<file path="src/rtl/cla_pkg.sv">
// Package cla_pkg
// Holds the types shared by the lookahead adder modules.
// Assumes: nothing beyond a standard SystemVerilog compile.
package cla_pkg;

    // Default geometry of the adder.
    localparam int unsigned DEF_WIDTH = 16;
    localparam int unsigned DEF_GROUP = 4;

    // Propagate/generate pair that a span of bits reports upward.
    typedef struct packed {
        logic prop;
        logic gen;
    } pg_t;

endpackage

</file>
<file path="src/rtl/cla_bit_cell.sv">
// Module cla_bit_cell
// One bit slice. It forms the bit propagate (XOR) and the bit generate (AND),
// and it returns the sum bit once the carry into this bit is known.
// Assumes: the carry into the bit comes from a lookahead unit, not from a neighbour.
module cla_bit_cell (
    input  logic bit_a,
    input  logic bit_b,
    input  logic bit_cin,
    output logic bit_p,
    output logic bit_g,
    output logic bit_s
);

    // Bit propagate/generate and sum.
    always_comb begin
        bit_p = bit_a ^ bit_b;
        bit_g = bit_a & bit_b;
        bit_s = bit_p ^ bit_cin;
    end

endmodule

</file>
<file path="src/rtl/cla_lookahead.sv">
// Module cla_lookahead
// Flat two-level lookahead over N propagate/generate pairs.
// Carry into position i is an OR of products: each lower generate ANDed with
// every propagate above it and below i, plus the carry-in ANDed with all
// propagates below i. It also reports the span propagate and span generate.
// Assumes: N is small (a few), since the product terms grow as N squared.
module cla_lookahead #(
    parameter int unsigned N = 4
) (
    input  logic           [N-1:0] span_p,
    input  logic           [N-1:0] span_g,
    input  logic                   span_cin,
    output logic           [N-1:0] pos_carry,
    output cla_pkg::pg_t           span_pg
);

    // Carry into each position as a sum of products.
    always_comb begin
        for (int i = 0; i < N; i++) begin
            logic acc;
            acc = span_cin;
            for (int k = 0; k < i; k++) acc = acc & span_p[k];
            for (int j = 0; j < i; j++) begin
                logic term;
                term = span_g[j];
                for (int k = j + 1; k < i; k++) term = term & span_p[k];
                acc = acc | term;
            end
            pos_carry[i] = acc;
        end
    end

    // Span propagate (all bits pass) and span generate (carry made inside).
    always_comb begin
        logic pp;
        logic gg;
        pp = 1'b1;
        gg = 1'b0;
        for (int k = 0; k < N; k++) pp = pp & span_p[k];
        for (int j = 0; j < N; j++) begin
            logic term;
            term = span_g[j];
            for (int k = j + 1; k < N; k++) term = term & span_p[k];
            gg = gg | term;
        end
        span_pg.prop = pp;
        span_pg.gen  = gg;
    end

endmodule

</file>
<file path="src/rtl/cla_group.sv">
// Module cla_group
// One lookahead group of GROUP bits: bit cells plus a local lookahead unit.
// It exports the group propagate/generate for the second level and takes the
// carry into the group from that level.
// Assumes: grp_cin is the carry into the group's lowest bit.
module cla_group #(
    parameter int unsigned GROUP = 4
) (
    input  logic           [GROUP-1:0] grp_a,
    input  logic           [GROUP-1:0] grp_b,
    input  logic                       grp_cin,
    output logic           [GROUP-1:0] grp_sum,
    output cla_pkg::pg_t               grp_pg
);

    logic [GROUP-1:0] bp;
    logic [GROUP-1:0] bg;
    logic [GROUP-1:0] bc;

    // One bit cell for each bit of the group.
    for (genvar i = 0; i < GROUP; i++) begin : g_bit
        cla_bit_cell u_cell (
            .bit_a  (grp_a[i]),
            .bit_b  (grp_b[i]),
            .bit_cin(bc[i]),
            .bit_p  (bp[i]),
            .bit_g  (bg[i]),
            .bit_s  (grp_sum[i])
        );
    end

    cla_lookahead #(.N(GROUP)) u_local (
        .span_p   (bp),
        .span_g   (bg),
        .span_cin (grp_cin),
        .pos_carry(bc),
        .span_pg  (grp_pg)
    );

endmodule

</file>
<file path="src/rtl/hier_cla_adder.sv">
// Module hier_cla_adder
// Unsigned adder, WIDTH bits, built from WIDTH/GROUP lookahead groups and a
// second-level lookahead unit that drives each group's carry-in. The carry-out
// comes from the second-level span terms and the carry-in.
// Assumes: WIDTH is a multiple of GROUP. No clock, no reset: purely combinational.
module hier_cla_adder #(
    parameter int unsigned WIDTH = cla_pkg::DEF_WIDTH,
    parameter int unsigned GROUP = cla_pkg::DEF_GROUP
) (
    input  logic [WIDTH-1:0] opnd_a,
    input  logic [WIDTH-1:0] opnd_b,
    input  logic             carry_in,
    output logic [WIDTH-1:0] sum_out,
    output logic             carry_out
);

    localparam int unsigned NGRP = WIDTH / GROUP;

    cla_pkg::pg_t     grp_pg [NGRP];
    cla_pkg::pg_t     top_pg;
    logic [NGRP-1:0]  grp_prop;
    logic [NGRP-1:0]  grp_gen;
    logic [NGRP-1:0]  grp_carry;

    // One group instance for each GROUP-bit slice.
    for (genvar k = 0; k < NGRP; k++) begin : g_grp
        cla_group #(.GROUP(GROUP)) u_group (
            .grp_a  (opnd_a[k*GROUP +: GROUP]),
            .grp_b  (opnd_b[k*GROUP +: GROUP]),
            .grp_cin(grp_carry[k]),
            .grp_sum(sum_out[k*GROUP +: GROUP]),
            .grp_pg (grp_pg[k])
        );
        assign grp_prop[k] = grp_pg[k].prop;
        assign grp_gen[k]  = grp_pg[k].gen;
    end

    // Second level: carries into every group boundary.
    cla_lookahead #(.N(NGRP)) u_upper (
        .span_p   (grp_prop),
        .span_g   (grp_gen),
        .span_cin (carry_in),
        .pos_carry(grp_carry),
        .span_pg  (top_pg)
    );

    // Final carry from the second-level span terms.
    assign carry_out = top_pg.gen | (top_pg.prop & carry_in);

endmodule

</file>
<file path="config.mk">
export PLATFORM = sky130hd
export DESIGN_NAME = hier_cla_adder
export DESIGN_NICKNAME = d
export VERILOG_FILES = /design/src/rtl/cla_pkg.sv /design/src/rtl/cla_bit_cell.sv /design/src/rtl/cla_lookahead.sv /design/src/rtl/cla_group.sv /design/src/rtl/hier_cla_adder.sv
export SDC_FILE = /design/constraint.sdc
export NUM_CORES = 1
export LEC_CHECK = 0
export BUFFER_PORTS_ARGS = -buffer_cell sky130_fd_sc_hd__buf_2
export CORE_MARGIN = 1.5
export CORE_UTILIZATION = 43
export DETAILED_ROUTE_END_ITERATION = 7
export GPL_TIMING_DRIVEN = 0
export PLACE_DENSITY = 0.81
export SYNTH_ARGS = -nofsm -noshare
export SYNTH_HDL_FRONTEND = slang
export SYNTH_HIERARCHICAL = 1
export SYNTH_SLANG_ARGS = --single-unit
</file>
<file path="constraint.sdc">
create_clock -name vclk -period 2.83
set_input_delay 0.566 -clock vclk [all_inputs]
set_output_delay 0.566 -clock vclk [all_outputs]
set_load 0.1 [all_outputs]
</file>
==> results.yml, run 1 <==
status:
  status: "did not finish"
  stop_stage: "clock tree synthesis (4_1_cts)"
  error: "[ERROR DPL-0038] Utilization greater than 100%, impossible to legalize"
floorplan:
  die_h_um: 42.9
  start_util_pct: 45.5
  num_rows: 14
  boundaryPins: 50
  die_w_um: 42.9
yosys:
  syn_area_per_cell_um2: 7.00
  yosys_warnings: 6
  synth_top_area_share_pct: 29.2
  synth_cell_type_count: 10
  synth_area_leaders: "ha_1, xor2_1, a21oi_1"
  yosys.area.top_type: "ha_1"
  synthTopCellsByCount: "ha_1, xor2_1, a21oi_1, nand2_1, o21ai_0"
  ys_seq_area_share_pct: 0
  syn-cell-area_um2: 686
  synth_fp_nets: 147
  syn_inst: 98
cts:
  cts_resized: 34
  post_cts_buffers: 7
  postCtsHoldBufs: 0
placement:
  placed_cells: 164
  place.gp.congestion: 0.785
  portBuffers: 50
  dp_hpwl_um: 2200
-- cell families after synthesis --
kind of cell | Yosys count | synth area share (%)
xor+xnor | 16 | 20.4
buf+inv | 10 | 8.21
compound gates | 36 | 31.2
simple gates | 20 | 10.9
fa+ha+maj | 16 | 29.2
-- through the flow --
stage                     setup TNS [ns]  utilization (%)  cell area [um2]  hold slack, ns  worst slack [ns]
after floorplan                   -0.286                -             1110            1.50            -0.191
after global placement             -1.47             91.8             1380            1.68            -0.365
after detailed placement           -2.14             91.8             1380            1.71            -0.448
==> run 2, diff against run 1 <==
--- a/config.mk
+++ b/config.mk
@@ -6,11 +6,11 @@
 export NUM_CORES = 1
 export LEC_CHECK = 0
 export BUFFER_PORTS_ARGS = -buffer_cell sky130_fd_sc_hd__buf_2
-export CORE_MARGIN = 1.5
-export CORE_UTILIZATION = 43
+export CORE_AREA = 2 2 63 65
 export DETAILED_ROUTE_END_ITERATION = 7
+export DIE_AREA = 0 0 65 67
 export GPL_TIMING_DRIVEN = 0
-export PLACE_DENSITY = 0.81
+export PLACE_DENSITY_LB_ADDON = 0.15
 export SYNTH_ARGS = -nofsm -noshare
 export SYNTH_HDL_FRONTEND = slang
 export SYNTH_HIERARCHICAL = 1
==> results.yml, run 2 <==
status:
  status: "complete, but fails checks"
  violations: "negative setup slack"
global_routing:
  grt_pass1_vias: 842
  antenna_found_initial: 0
  grt_pass1_wl_um: 3400
  grt_max_degree: 5
  overflow: 0
  track_usage_pct: 9.40
pwr:
  peakVddDrop_v: 0.000267
  power_w: 0.000901
  p_leak_nw: 0.730
  power.density_nw_per_um2: 523
routing:
  drc_errors: 0
  vias: 891
  post_drt_wl_per_cell_um: 10.3
  dr.first_iter.drc_count: 25
  viasPerCell: 4.28
  drt_wl_total_um: 2140
  ant_nets: 0
  dr.pass1.iters: 4
sta:
  fmaxAchievable_mhz: 346
  rsz0062_at_grt: "yes"
  hold_violations: 0
  timing.hold.ws_ns: 1.64
  tns_ns: -0.124
  post-route-min-period_ns: 2.89
  fin_crit_sh_pct: 102
  setup_viol: 3
  slew_headroom_pct: 67.1
  setup_ws_ns: -0.0622
  tightest_slew_ns: 0.497
  maxSlewViolCount: 0
yosys:
  synth-simple-area-share_pct: 10.9
  synthTopCellsByCount: "ha_1, xor2_1, a21oi_1, nand2_1, o21ai_0"
  synth_fp_nets: 147
  synth_xor_area_share_pct: 20.4
  syn_area_per_cell_um2: 7.00
  ys_seq_area_share_pct: 0
  synth_cell_type_count: 10
  yosys.area.top_type: "ha_1"
  synth_top_family_by_area: "compound AO/OA/AOI/OAI gates"
  yosys_warnings: 6
  syn_inst: 98
  synthMuxAreaShare_pct: 0
  synth-compound-area-share_pct: 31.2
  synthAdderAreaFrac_pct: 29.2
  syn-cell-area_um2: 686
  synth_top_area_share_pct: 29.2
  synth_area_leaders: "ha_1, xor2_1, a21oi_1"
floorplan:
  core_um2: 3610
  die_h_um: 67
  boundaryPins: 50
  num_rows: 22
  die_area_um2: 4360
  start_util_pct: 19.0
  die_w_um: 65
worst_setup_path:
  crit_start: "opnd_b[1]"
  cp_data_arrival_time_ns: 2.33
  cp-start-kind: "input pin"
  crit_path_max_fanout: 3
  critPathKind: "in2out"
  endpoint_kind: "primary output"
  worstPathRequired_ns: 2.26
finish:
  antenna_cells: 0
  nClkBuffers: 0
  fin_cells: 208
  fin_nets: 211
  seq_cell_count: 0
  final_common_cell: "buf_2"
  seq_area_um2: 0
  syn_to_final_growth_pct: 151
  mostFrequentLayoutCells: "buf_2, buf_4, nand2_1, ha_4, xor2_4"
  fillerInstances: 344
  drive_above_1_share_pct: 75.6
placement:
  place.gp.congestion: 0.851
  dp_hpwl_um: 1840
  placed_cells: 196
  portBuffers: 50
  dp_slack_ns: -0.404
hold_path:
  holdCritStartpoint: "opnd_b[6]"
  hp-class: "in2out"
cts:
  postCtsHoldBufs: 0
job:
  cap_violations: 0
## run 2: path summary, 6_finish.rpt
path                 endpoint  slack, ns  depth (start not counted)
hold / removal     sum_out[6]       1.64                          4
setup / recovery  sum_out[10]      -0.06                         12
## run 2: layer usage
metal	track usage, %	routed length [um]	up-vias
li1	-	-	449
met1	11.8	895	415
met2	18.2	1100	27
met3	1.01	142	0
met4	0	0	0
met5	0	0	-
## run 2: stage by stage
step                util [%]  cell area, um2
detailed placement      39.5            1420
finish                  47.8            1720
global route            47.8            1720
global placement        39.5            1420
CTS                     43.8            1580
floorplan                  -            1110
## run 2: cell type report
cell class	count	area (um2)	share of cell area [%]
Buffer	5	37.5	2.18
Tap cell	48	60.1	3.49
Timing Repair Buffer	62	493	28.6
Inverter	5	18.8	1.09
Multi-Input combinational cell	88	1110	64.6
## run 2: worst max-delay path, stage by stage
cell,delay (ns)
buf_8,0.10
ha_4,0.25
a21oi_4,0.15
o21ai_2,0.08
a21oi_2,0.14
inv_2,0.07
a21o_1,0.20
a21oi_2,0.17
inv_2,0.06
a21o_4,0.21
xor2_4,0.15
buf_12,0.19
## run 2: cells by family (layout without fill, tap and decap cells)
kind of cell             after synthesis  after routing
AO/OA/AOI/OAI                         36             36
AND/OR/NAND/NOR                       20             20
adder cells (fa/ha/maj)               16             16
XOR/XNOR                              16             16
buffers and inverters                 10             72
## run 2: repair_timing
item	4_1_cts	5_1_grt
buffers inserted	8	4
setup endpoints to repair	10	10
gates resized for setup	27	25
pin swaps	16	13
## run 2: power by group
group / internal [W] / leakage (nW) / switching (W)
Combinational: 0.000311 / 0.730 / 0.000591
Sequential: 0 / 0 / 0
Clock: 0 / 0 / 0
Power figures use the tool's default switching activity.
